===== config.mk =====
export PLATFORM = sky130hd
export DESIGN_NAME = trim_loader
export DESIGN_NICKNAME = d
export VERILOG_FILES = /design/src/rtl/trim_pkg.sv /design/src/rtl/trim_divider.sv /design/src/rtl/trim_shifter.sv /design/src/rtl/trim_store.sv /design/src/rtl/trim_loader.sv
export SDC_FILE = /design/constraint.sdc
export NUM_CORES = 1
export LEC_CHECK = 0
export ABC_AREA = 1
export BUFFER_PORTS_ARGS = -buffer_cell sky130_fd_sc_hd__buf_2
export CELL_PAD_IN_SITES_DETAIL_PLACEMENT = 1
export CELL_PAD_IN_SITES_GLOBAL_PLACEMENT = 2
export CORE_MARGIN = 2
export CORE_UTILIZATION = 39
export DETAILED_ROUTE_END_ITERATION = 12
export PLACE_DENSITY = 0.81
export SLEW_MARGIN = 25
export SYNTH_ARGS = -nofsm -noshare
export SYNTH_HDL_FRONTEND = slang
export SYNTH_SLANG_ARGS = --single-unit

===== constraint.sdc =====
create_clock -name clk -period 3.05 [get_ports clk]
set_input_delay 0.305 -clock clk [delete_from_list [all_inputs] [get_ports clk]]
set_output_delay 0.305 -clock clk [all_outputs]
set_load 0.02 [all_outputs]

===== src/rtl/trim_pkg.sv =====
`timescale 1ns/1ps
package trim_pkg;
  // channels served by one trim converter and the index bits that select them
  localparam int CH_PER_CONV = 8;
  localparam int CH_BITS     = 3;
  // width of one trim value
  localparam int TRIM_W      = 8;
  // serial word: channel bits above the value bits
  localparam int WORD_W      = CH_BITS + TRIM_W;

  typedef enum logic [1:0] {
    ST_IDLE  = 2'd0,
    ST_SHIFT = 2'd1,
    ST_LOAD  = 2'd2
  } loader_state_t;
endpackage


===== src/rtl/trim_divider.sv =====
`timescale 1ns/1ps
// Counts clock cycles while run is high and pulses tick every limit+1 cycles.
module trim_divider #(
  parameter int DIV_W = 8
) (
  input  logic             clk,
  input  logic             rst_n,
  input  logic             run,
  input  logic [DIV_W-1:0] limit,
  output logic             tick
);
  logic [DIV_W-1:0] cnt_q;

  assign tick = run && (cnt_q == limit);

  always_ff @(posedge clk) begin
    if (!rst_n)              cnt_q <= '0;
    else if (!run || tick)   cnt_q <= '0;
    else                     cnt_q <= cnt_q + 1'b1;
  end

  // while running, the count never passes the latched half-period
  assert_count_bound_R4: assert property (@(posedge clk) disable iff (!rst_n)
    run |-> (cnt_q <= limit));
endmodule


===== src/rtl/trim_shifter.sv =====
`timescale 1ns/1ps
// Sends one word MSB first, with a low phase and then a high phase per bit.
module trim_shifter #(
  parameter int WORD_W = 11
) (
  input  logic              clk,
  input  logic              rst_n,
  input  logic              start,
  input  logic [WORD_W-1:0] word_in,
  input  logic              tick,
  output logic              sdata,
  output logic              sclk,
  output logic              done
);
  localparam int CNT_W = $clog2(WORD_W);

  logic              active_q;
  logic              high_q;
  logic [CNT_W-1:0]  left_q;
  logic [WORD_W-1:0] sreg_q;

  assign sdata = active_q & sreg_q[WORD_W-1];
  assign sclk  = active_q & high_q;
  assign done  = active_q && tick && high_q && (left_q == '0);

  always_ff @(posedge clk) begin
    if (!rst_n) begin
      active_q <= 1'b0;
      high_q   <= 1'b0;
      left_q   <= '0;
      sreg_q   <= '0;
    end else if (start) begin
      active_q <= 1'b1;
      high_q   <= 1'b0;
      left_q   <= CNT_W'(WORD_W - 1);
      sreg_q   <= word_in;
    end else if (active_q && tick) begin
      if (!high_q) begin
        high_q <= 1'b1;
      end else if (left_q == '0) begin
        active_q <= 1'b0;
        high_q   <= 1'b0;
      end else begin
        high_q <= 1'b0;
        left_q <= left_q - 1'b1;
        sreg_q <= {sreg_q[WORD_W-2:0], 1'b0};
      end
    end
  end

  // data is held steady for the whole high phase
  assert_data_stable_R3: assert property (@(posedge clk) disable iff (!rst_n)
    (sclk && $past(sclk)) |-> (sdata == $past(sdata)));

  // the shift clock only changes level on a divider tick or a start
  assert_phase_on_tick_R4: assert property (@(posedge clk) disable iff (!rst_n)
    (sclk != $past(sclk)) |-> $past(tick));
endmodule


===== src/rtl/trim_store.sv =====
`timescale 1ns/1ps
// Readback copy of the last value loaded at each trim index.
module trim_store #(
  parameter int NUM_IDX = 21,
  parameter int IDX_W   = 5,
  parameter int DATA_W  = 8
) (
  input  logic              clk,
  input  logic              rst_n,
  input  logic              wr_en,
  input  logic [IDX_W-1:0]  wr_idx,
  input  logic [DATA_W-1:0] wr_data,
  input  logic [IDX_W-1:0]  rd_idx,
  output logic [DATA_W-1:0] rd_data
);
  logic [DATA_W-1:0] entry_q [NUM_IDX];

  for (genvar g = 0; g < NUM_IDX; g++) begin : g_entry
    always_ff @(posedge clk) begin
      if (!rst_n)                                entry_q[g] <= '0;
      else if (wr_en && (wr_idx == IDX_W'(g)))   entry_q[g] <= wr_data;
    end
  end

  always_comb begin
    rd_data = '0;
    for (int i = 0; i < NUM_IDX; i++) begin
      if (rd_idx == IDX_W'(i)) rd_data = entry_q[i];
    end
  end

  // writes only ever target a legal index
  assert_write_legal_R8: assert property (@(posedge clk) disable iff (!rst_n)
    wr_en |-> (wr_idx < IDX_W'(NUM_IDX)));
endmodule


===== src/rtl/trim_loader.sv =====
`timescale 1ns/1ps
module trim_loader
  import trim_pkg::*;
#(
  parameter int AO_CHANNELS = 10,
  parameter int DIV_W       = 8,
  parameter int NUM_IDX     = 2 * AO_CHANNELS + 1,
  parameter int IDX_W       = $clog2(NUM_IDX),
  parameter int NUM_CONV    = (NUM_IDX + CH_PER_CONV - 1) / CH_PER_CONV,
  parameter int CODE_W      = $clog2(NUM_CONV + 1)
) (
  input  logic              clk,
  input  logic              rst_n,
  input  logic [DIV_W-1:0]  half_period,
  input  logic              req_valid,
  output logic              req_ready,
  input  logic [IDX_W-1:0]  req_index,
  input  logic [TRIM_W-1:0] req_value,
  output logic              ser_data,
  output logic              ser_clk,
  output logic [CODE_W-1:0] load_code,
  output logic              err_flag,
  input  logic [IDX_W-1:0]  rb_index,
  output logic [TRIM_W-1:0] rb_value
);
  loader_state_t     state_q;
  logic [DIV_W-1:0]  hp_q;
  logic [IDX_W-1:0]  idx_q;
  logic [TRIM_W-1:0] val_q;
  logic [CODE_W-1:0] code_q;
  logic              err_q;

  logic              accept;
  logic              legal;
  logic              start;
  logic              tick;
  logic              shift_done;
  logic              store_wr;
  logic [WORD_W-1:0] word;

  assign req_ready = (state_q == ST_IDLE);
  assign accept    = req_valid && req_ready;
  assign legal     = (req_index < IDX_W'(NUM_IDX));
  assign start     = accept && legal;
  assign word      = {req_index[CH_BITS-1:0], req_value};
  assign store_wr  = (state_q == ST_LOAD) && tick;
  assign load_code = (state_q == ST_LOAD) ? code_q : '0;
  assign err_flag  = err_q;

  always_ff @(posedge clk) begin
    if (!rst_n) begin
      state_q <= ST_IDLE;
      hp_q    <= '0;
      idx_q   <= '0;
      val_q   <= '0;
      code_q  <= '0;
      err_q   <= 1'b0;
    end else begin
      err_q <= accept && !legal;
      case (state_q)
        ST_IDLE: begin
          if (start) begin
            state_q <= ST_SHIFT;
            hp_q    <= half_period;
            idx_q   <= req_index;
            val_q   <= req_value;
            code_q  <= CODE_W'(req_index >> CH_BITS) + CODE_W'(1);
          end
        end
        ST_SHIFT: if (shift_done) state_q <= ST_LOAD;
        ST_LOAD:  if (tick)       state_q <= ST_IDLE;
        default:                  state_q <= ST_IDLE;
      endcase
    end
  end

  trim_divider #(.DIV_W(DIV_W)) u_div (
    .clk   (clk),
    .rst_n (rst_n),
    .run   (state_q != ST_IDLE),
    .limit (hp_q),
    .tick  (tick)
  );

  trim_shifter #(.WORD_W(WORD_W)) u_shift (
    .clk     (clk),
    .rst_n   (rst_n),
    .start   (start),
    .word_in (word),
    .tick    (tick),
    .sdata   (ser_data),
    .sclk    (ser_clk),
    .done    (shift_done)
  );

  trim_store #(.NUM_IDX(NUM_IDX), .IDX_W(IDX_W), .DATA_W(TRIM_W)) u_store (
    .clk     (clk),
    .rst_n   (rst_n),
    .wr_en   (store_wr),
    .wr_idx  (idx_q),
    .wr_data (val_q),
    .rd_idx  (rb_index),
    .rd_data (rb_value)
  );

  // ready comes back only at the end of a load window
  assert_ready_after_load_R1: assert property (@(posedge clk) disable iff (!rst_n)
    $rose(req_ready) |-> ($past(load_code) != '0));

  // while a code is driven the serial lines are quiet, and the code names a real converter
  assert_quiet_load_R5: assert property (@(posedge clk) disable iff (!rst_n)
    (load_code != '0) |-> (!ser_clk && !ser_data && load_code <= CODE_W'(NUM_CONV)));

  // no latch code while the shift clock is high
  assert_no_code_clocking_R6: assert property (@(posedge clk) disable iff (!rst_n)
    ser_clk |-> (load_code == '0));

  // a rejection leaves the block idle
  assert_err_idle_R7: assert property (@(posedge clk) disable iff (!rst_n)
    err_flag |-> (req_ready && !ser_clk));

  // the readback write is followed by the code returning to zero
  assert_write_then_clear_R8: assert property (@(posedge clk) disable iff (!rst_n)
    store_wr |=> (load_code == '0));
endmodule


==> summary.md <==
| Metric | Value |
|---|---|
| Clk root buf | clkbuf_16 |
| Ys async rst share | 0% |
| Clock network fraction of total power | 41.7% |
| Netlist cell types | 33 |
| Crit Path Class | reg -> out |
| R2r setup slk | 0.37 ns |
| Clock Skews | 0.0170 ns |
| PwrDens | 583 mW/mm^2 |
| Grt total ovfl | 0 |
| Cell mode on critical path | nand4_1 |
| CTS Sinks | 219 |
| Post-DP HPWL | 20,200 um |
| Sequential share of power | 50.8% |
| Count of pins over their slew limit | 0 |
| Peak supply drop | 0.000408 V |
| Design Power | 6630 uW |
| Wire per inst | 18.7 um |
| Routed WL | 28,100 um |
| First-pass GRT wire length | 44,500 um |
| Post-placement setup slack | 0.247 ns |
| Avg Synthesized Cell Area | 9.07 um^2 |
| Worst hold endpoint | hp_q[7]$_SDFFE_PN0P_ |
| Vias in the first global route | 7,949 |
| Rows | 58 |
| Starting density of the core | 39.6% |
| YS warnings | 0 |
| Hold Vio Cnt, Final | 0 |
| DRT antenna net count | 0 |
| Filler instances | 2,924 |
| Clock latency on the worst-skew pair | 0.53 ns |
| Worst Hold Path Cells | 3 |
| Slew headroom | 33.0% |
| Number of flops mapped to enable cells by yosys | 168 |
| CTS tree | built |
| Critical Path AT | 2.47 ns |
| Post-CTS Setup Bufs | 0 |
| Final period utilization | 91.1% |
| Hold_sp | half_period[7] |
| Crit Reg-Reg Endpoint | u_store.entry_q[1][50]$_SDFFCE_PN0P_ |
| Count of input and output buffers | 42 |
| Count of state elements after synthesis | 219 |
| Period minus WS final | 2.78 ns |
| Initial antenna violation count | 0 |
| Primary FF master, synth | edfxtp_1 |
| CP startpoint kind | flip-flop |
| RePlAce Congestion | 0.809 |
| Lkg Pwr | 0.00435 uW |
| Crit path cell chain | nand4_1 -> nand3_1 -> nor2_1 -> nand4_1 -> nand2_1 -> nand4_1 -> nor2_1 -> nand3_1 -> nand2_1 -> nand4_1 -> nor2_1 -> nand3_1 -> buf_2 |
| Share of cells above drive strength 1 | 12.3% |
| Setup TNS | 0 ns |
| Total CTS buffers | 25 |
| Final nets | 1,190 |
| CP max FO | 1 |
| H-tree depth | 1 |
| Ports | 43 |
| Setup crit end kind | primary output |
| Worst EP required | 2.74 ns |
| Largest net degree at the start of global routing | 51 |
| Multi-input logic area | 0.00330 mm^2 |
| Min-delay worst type | in -> reg |
| Sequential fraction of the synthesis area | 61.3% |
| Final WS setup | 0.270 ns |
| Max_cap viols | 0 |
| Sw Share | 24.1% |
| Gr usage total | 21.8% |
| Largest delay contributor family on the critical path | simple AND/OR/NAND/NOR gates |
| Die area | 0.0267 mm^2 |
| Syn_nets | 1,126 |
| FF+latch area | 0.00607 mm^2 |
| Chip Width | 163 um |
| FMAX | 0.360 GHz |
| Hold-fix buffers, CTS | 0 |
| Worst Reg2Reg Path Length in Cells | 9 |
| Cell count after synthesis | 1,092 |
| Setup-failing EPs final | 0 |
| Post-synth top area share | 50.9% |
| DRT iter0 DRCs | 487 |
| Slew @ Worst Pin | 0.999 ns |
| Die span in y | 163 um |
| Status | finished, final reports clean |
| RSZ-0062 raised after global routing | false |
| Synth top area cells | edfxtp_1, dfxtp_1, nand2_1 |
| Largest area contributor in the netlist | edfxtp_1 |
| Via density | 5.10 |
| Drt pass-1 iters | 5 |
| DRC errors left | 0 |
| Reg2reg start | u_div.cnt_q[5]$_SDFF_PP0_ |
| Synthesis-to-layout area growth | 14.7% |
| NetSw | 1600 uW |
| Slowest stage cell, crit path | edfxtp_1 |
| CTS Buffer Depth | 3 |
| Ant. Diodes | 0 |
| Worst path buffer plus inverter count | 1 |
| Mapped Area | 0.00990 mm^2 |
| Comb pwr share | 7.5% |
| Total number of vias | 7,672 |
| Critical path's largest stage delay | 0.38 ns |
| Clk slew on worst S/H paths | 0.06 ns |
| Area of the core | 0.0250 mm^2 |
| Pint | 5030 uW |
per-stage QoR:
step / instance area, um^2 / hold slack [ns] / utilization, % / std cells
finish: 11400 / 0.0316 / 45.4 / 1504
global route: 11400 / 0.0304 / 45.4 / 1504
floorplan: 9900 / 0.436 / - / 1092
CTS: 11300 / 0.0174 / 45.3 / 1504
global placement: 10600 / 0.447 / 42.4 / 1459
detailed placement: 10600 / 0.462 / 42.4 / 1459
final cells by class:
| type | count | share of cell area (%) |
|---|---|---|
| Clock buffer | 40 | 6.27 |
| Multi-Input combinational cell | 729 | 29.1 |
| Sequential cell | 219 | 53.4 |
| Clock inverter | 5 | 0.231 |
| Tap cell | 330 | 3.63 |
| Timing Repair Buffer | 71 | 3.77 |
| Inverter | 110 | 3.63 |
layer usage:
layer | track usage, % | vias up | wire length [um]
met5 | 0 | - | 0
met4 | 4.83 | 0 | 520
met3 | 2.49 | 34 | 982
met2 | 37.6 | 137 | 13700
met1 | 29.6 | 3773 | 12900
li1 | - | 3728 | -
synth_stat cells, types with 3 or more instances:
master and number:
xor2_1 7, o21ai_0 12, nor2_1 250, nand3_1 61, o22ai_1 8, inv_1 109, nor3b_1 3, dfxtp_1 51
edfxtp_1 168, nor3_1 4, nand4_1 38, ha_1 5, a31oi_1 7, or2_2 28, clkbuf_1 31, a311oi_1 6
nand2_1 256, a21oi_1 27
layout by cell type (no fill, tap or decap), drive strengths merged:
| master | synthesis | routed |
|---|---|---|
| a2111oi | 1 | 1 |
| a211oi | 1 | 1 |
| a21oi | 27 | 27 |
| a311oi | 6 | 6 |
| a31oi | 7 | 7 |
| and2 | 1 | 1 |
| and3 | 1 | 1 |
| buf | 3 | 71 |
| clkbuf | 31 | 40 |
| clkinv | 1 | 6 |
| dfxtp | 51 | 51 |
| edfxtp | 168 | 168 |
| ha | 5 | 5 |
| inv | 109 | 109 |
| nand2 | 256 | 256 |
| nand3 | 63 | 63 |
| nand4 | 40 | 40 |
| nor2 | 252 | 252 |
| nor3 | 4 | 4 |
| nor3b | 3 | 3 |
| nor4 | 3 | 3 |
| o21ai | 12 | 12 |
| o21bai | 2 | 2 |
| o22ai | 8 | 8 |
| o31ai | 2 | 2 |
| or2 | 28 | 28 |
| xor2 | 7 | 7 |
power by group through the flow:
stage	clock network (uW)	logic (uW)	registers [uW]
3_3_place_gp	0	492	3420
5_1_grt	2920	554	3380
4_1_cts	2810	503	3370
3_5_place_dp	0	501	3430
6_report	2770	495	3370
2_1_floorplan	0	305	3410
how the worst max path moves through the flow:
stage | to | start | cells after the start
3_3_place_gp | rb_value[6] | rb_index[0] | 15
4_1_cts | rb_value[6] | rb_index[0] | 15
5_1_grt | u_store.entry_q[1][50]$_SDFFCE_PN0P_ | u_div.cnt_q[5]$_SDFF_PP0_ | 9
6_report | rb_value[4] | u_store.entry_q[0][20]$_SDFFCE_PN0P_ | 13
2_1_floorplan | u_store.entry_q[0][24]$_SDFFCE_PN0P_ | u_div.cnt_q[5]$_SDFF_PP0_ | 10
3_5_place_dp | rb_value[6] | rb_index[0] | 15
what timing repair did:
| item | CTS | global route |
|---|---|---|
| endpoints found under the setup margin | 0 | 3 |
| endpoints found under the hold margin | 0 | 0 |
| resized for setup | 0 | 3 |
state kept, by name, summed over array words and instances, names as in the netlist:
name              cells
state_q               2
hp_q                  8
code_q                2
u_shift.left_q        4
u_shift.high_q        1
idx_q                 5
u_div.cnt_q           8
u_shift.sreg_q       11
u_store.entry_q     168
val_q                 8
u_shift.active_q      1
err_flag              1
worst reg2reg max path, delay by kind of cell (launching register included):
family,cells,cell delay (ns)
AND/OR/NAND/NOR,6,1.78
buffers and inverters,2,0.22
XOR/XNOR,1,0.10
flip-flops,1,0.43
cells by family after synthesis:
| family | count (synthesis) | synth area share [%] |
|---|---|---|
| simple gates | 651 | 28.1 |
| flops | 219 | 61.3 |
| buf+inv | 144 | 5.51 |
| compound gates | 66 | 3.92 |
| xor+xnor | 7 | 0.619 |
| fa+ha+maj | 5 | 0.632 |
No activity file was read; power rests on OpenSTA's default activity.
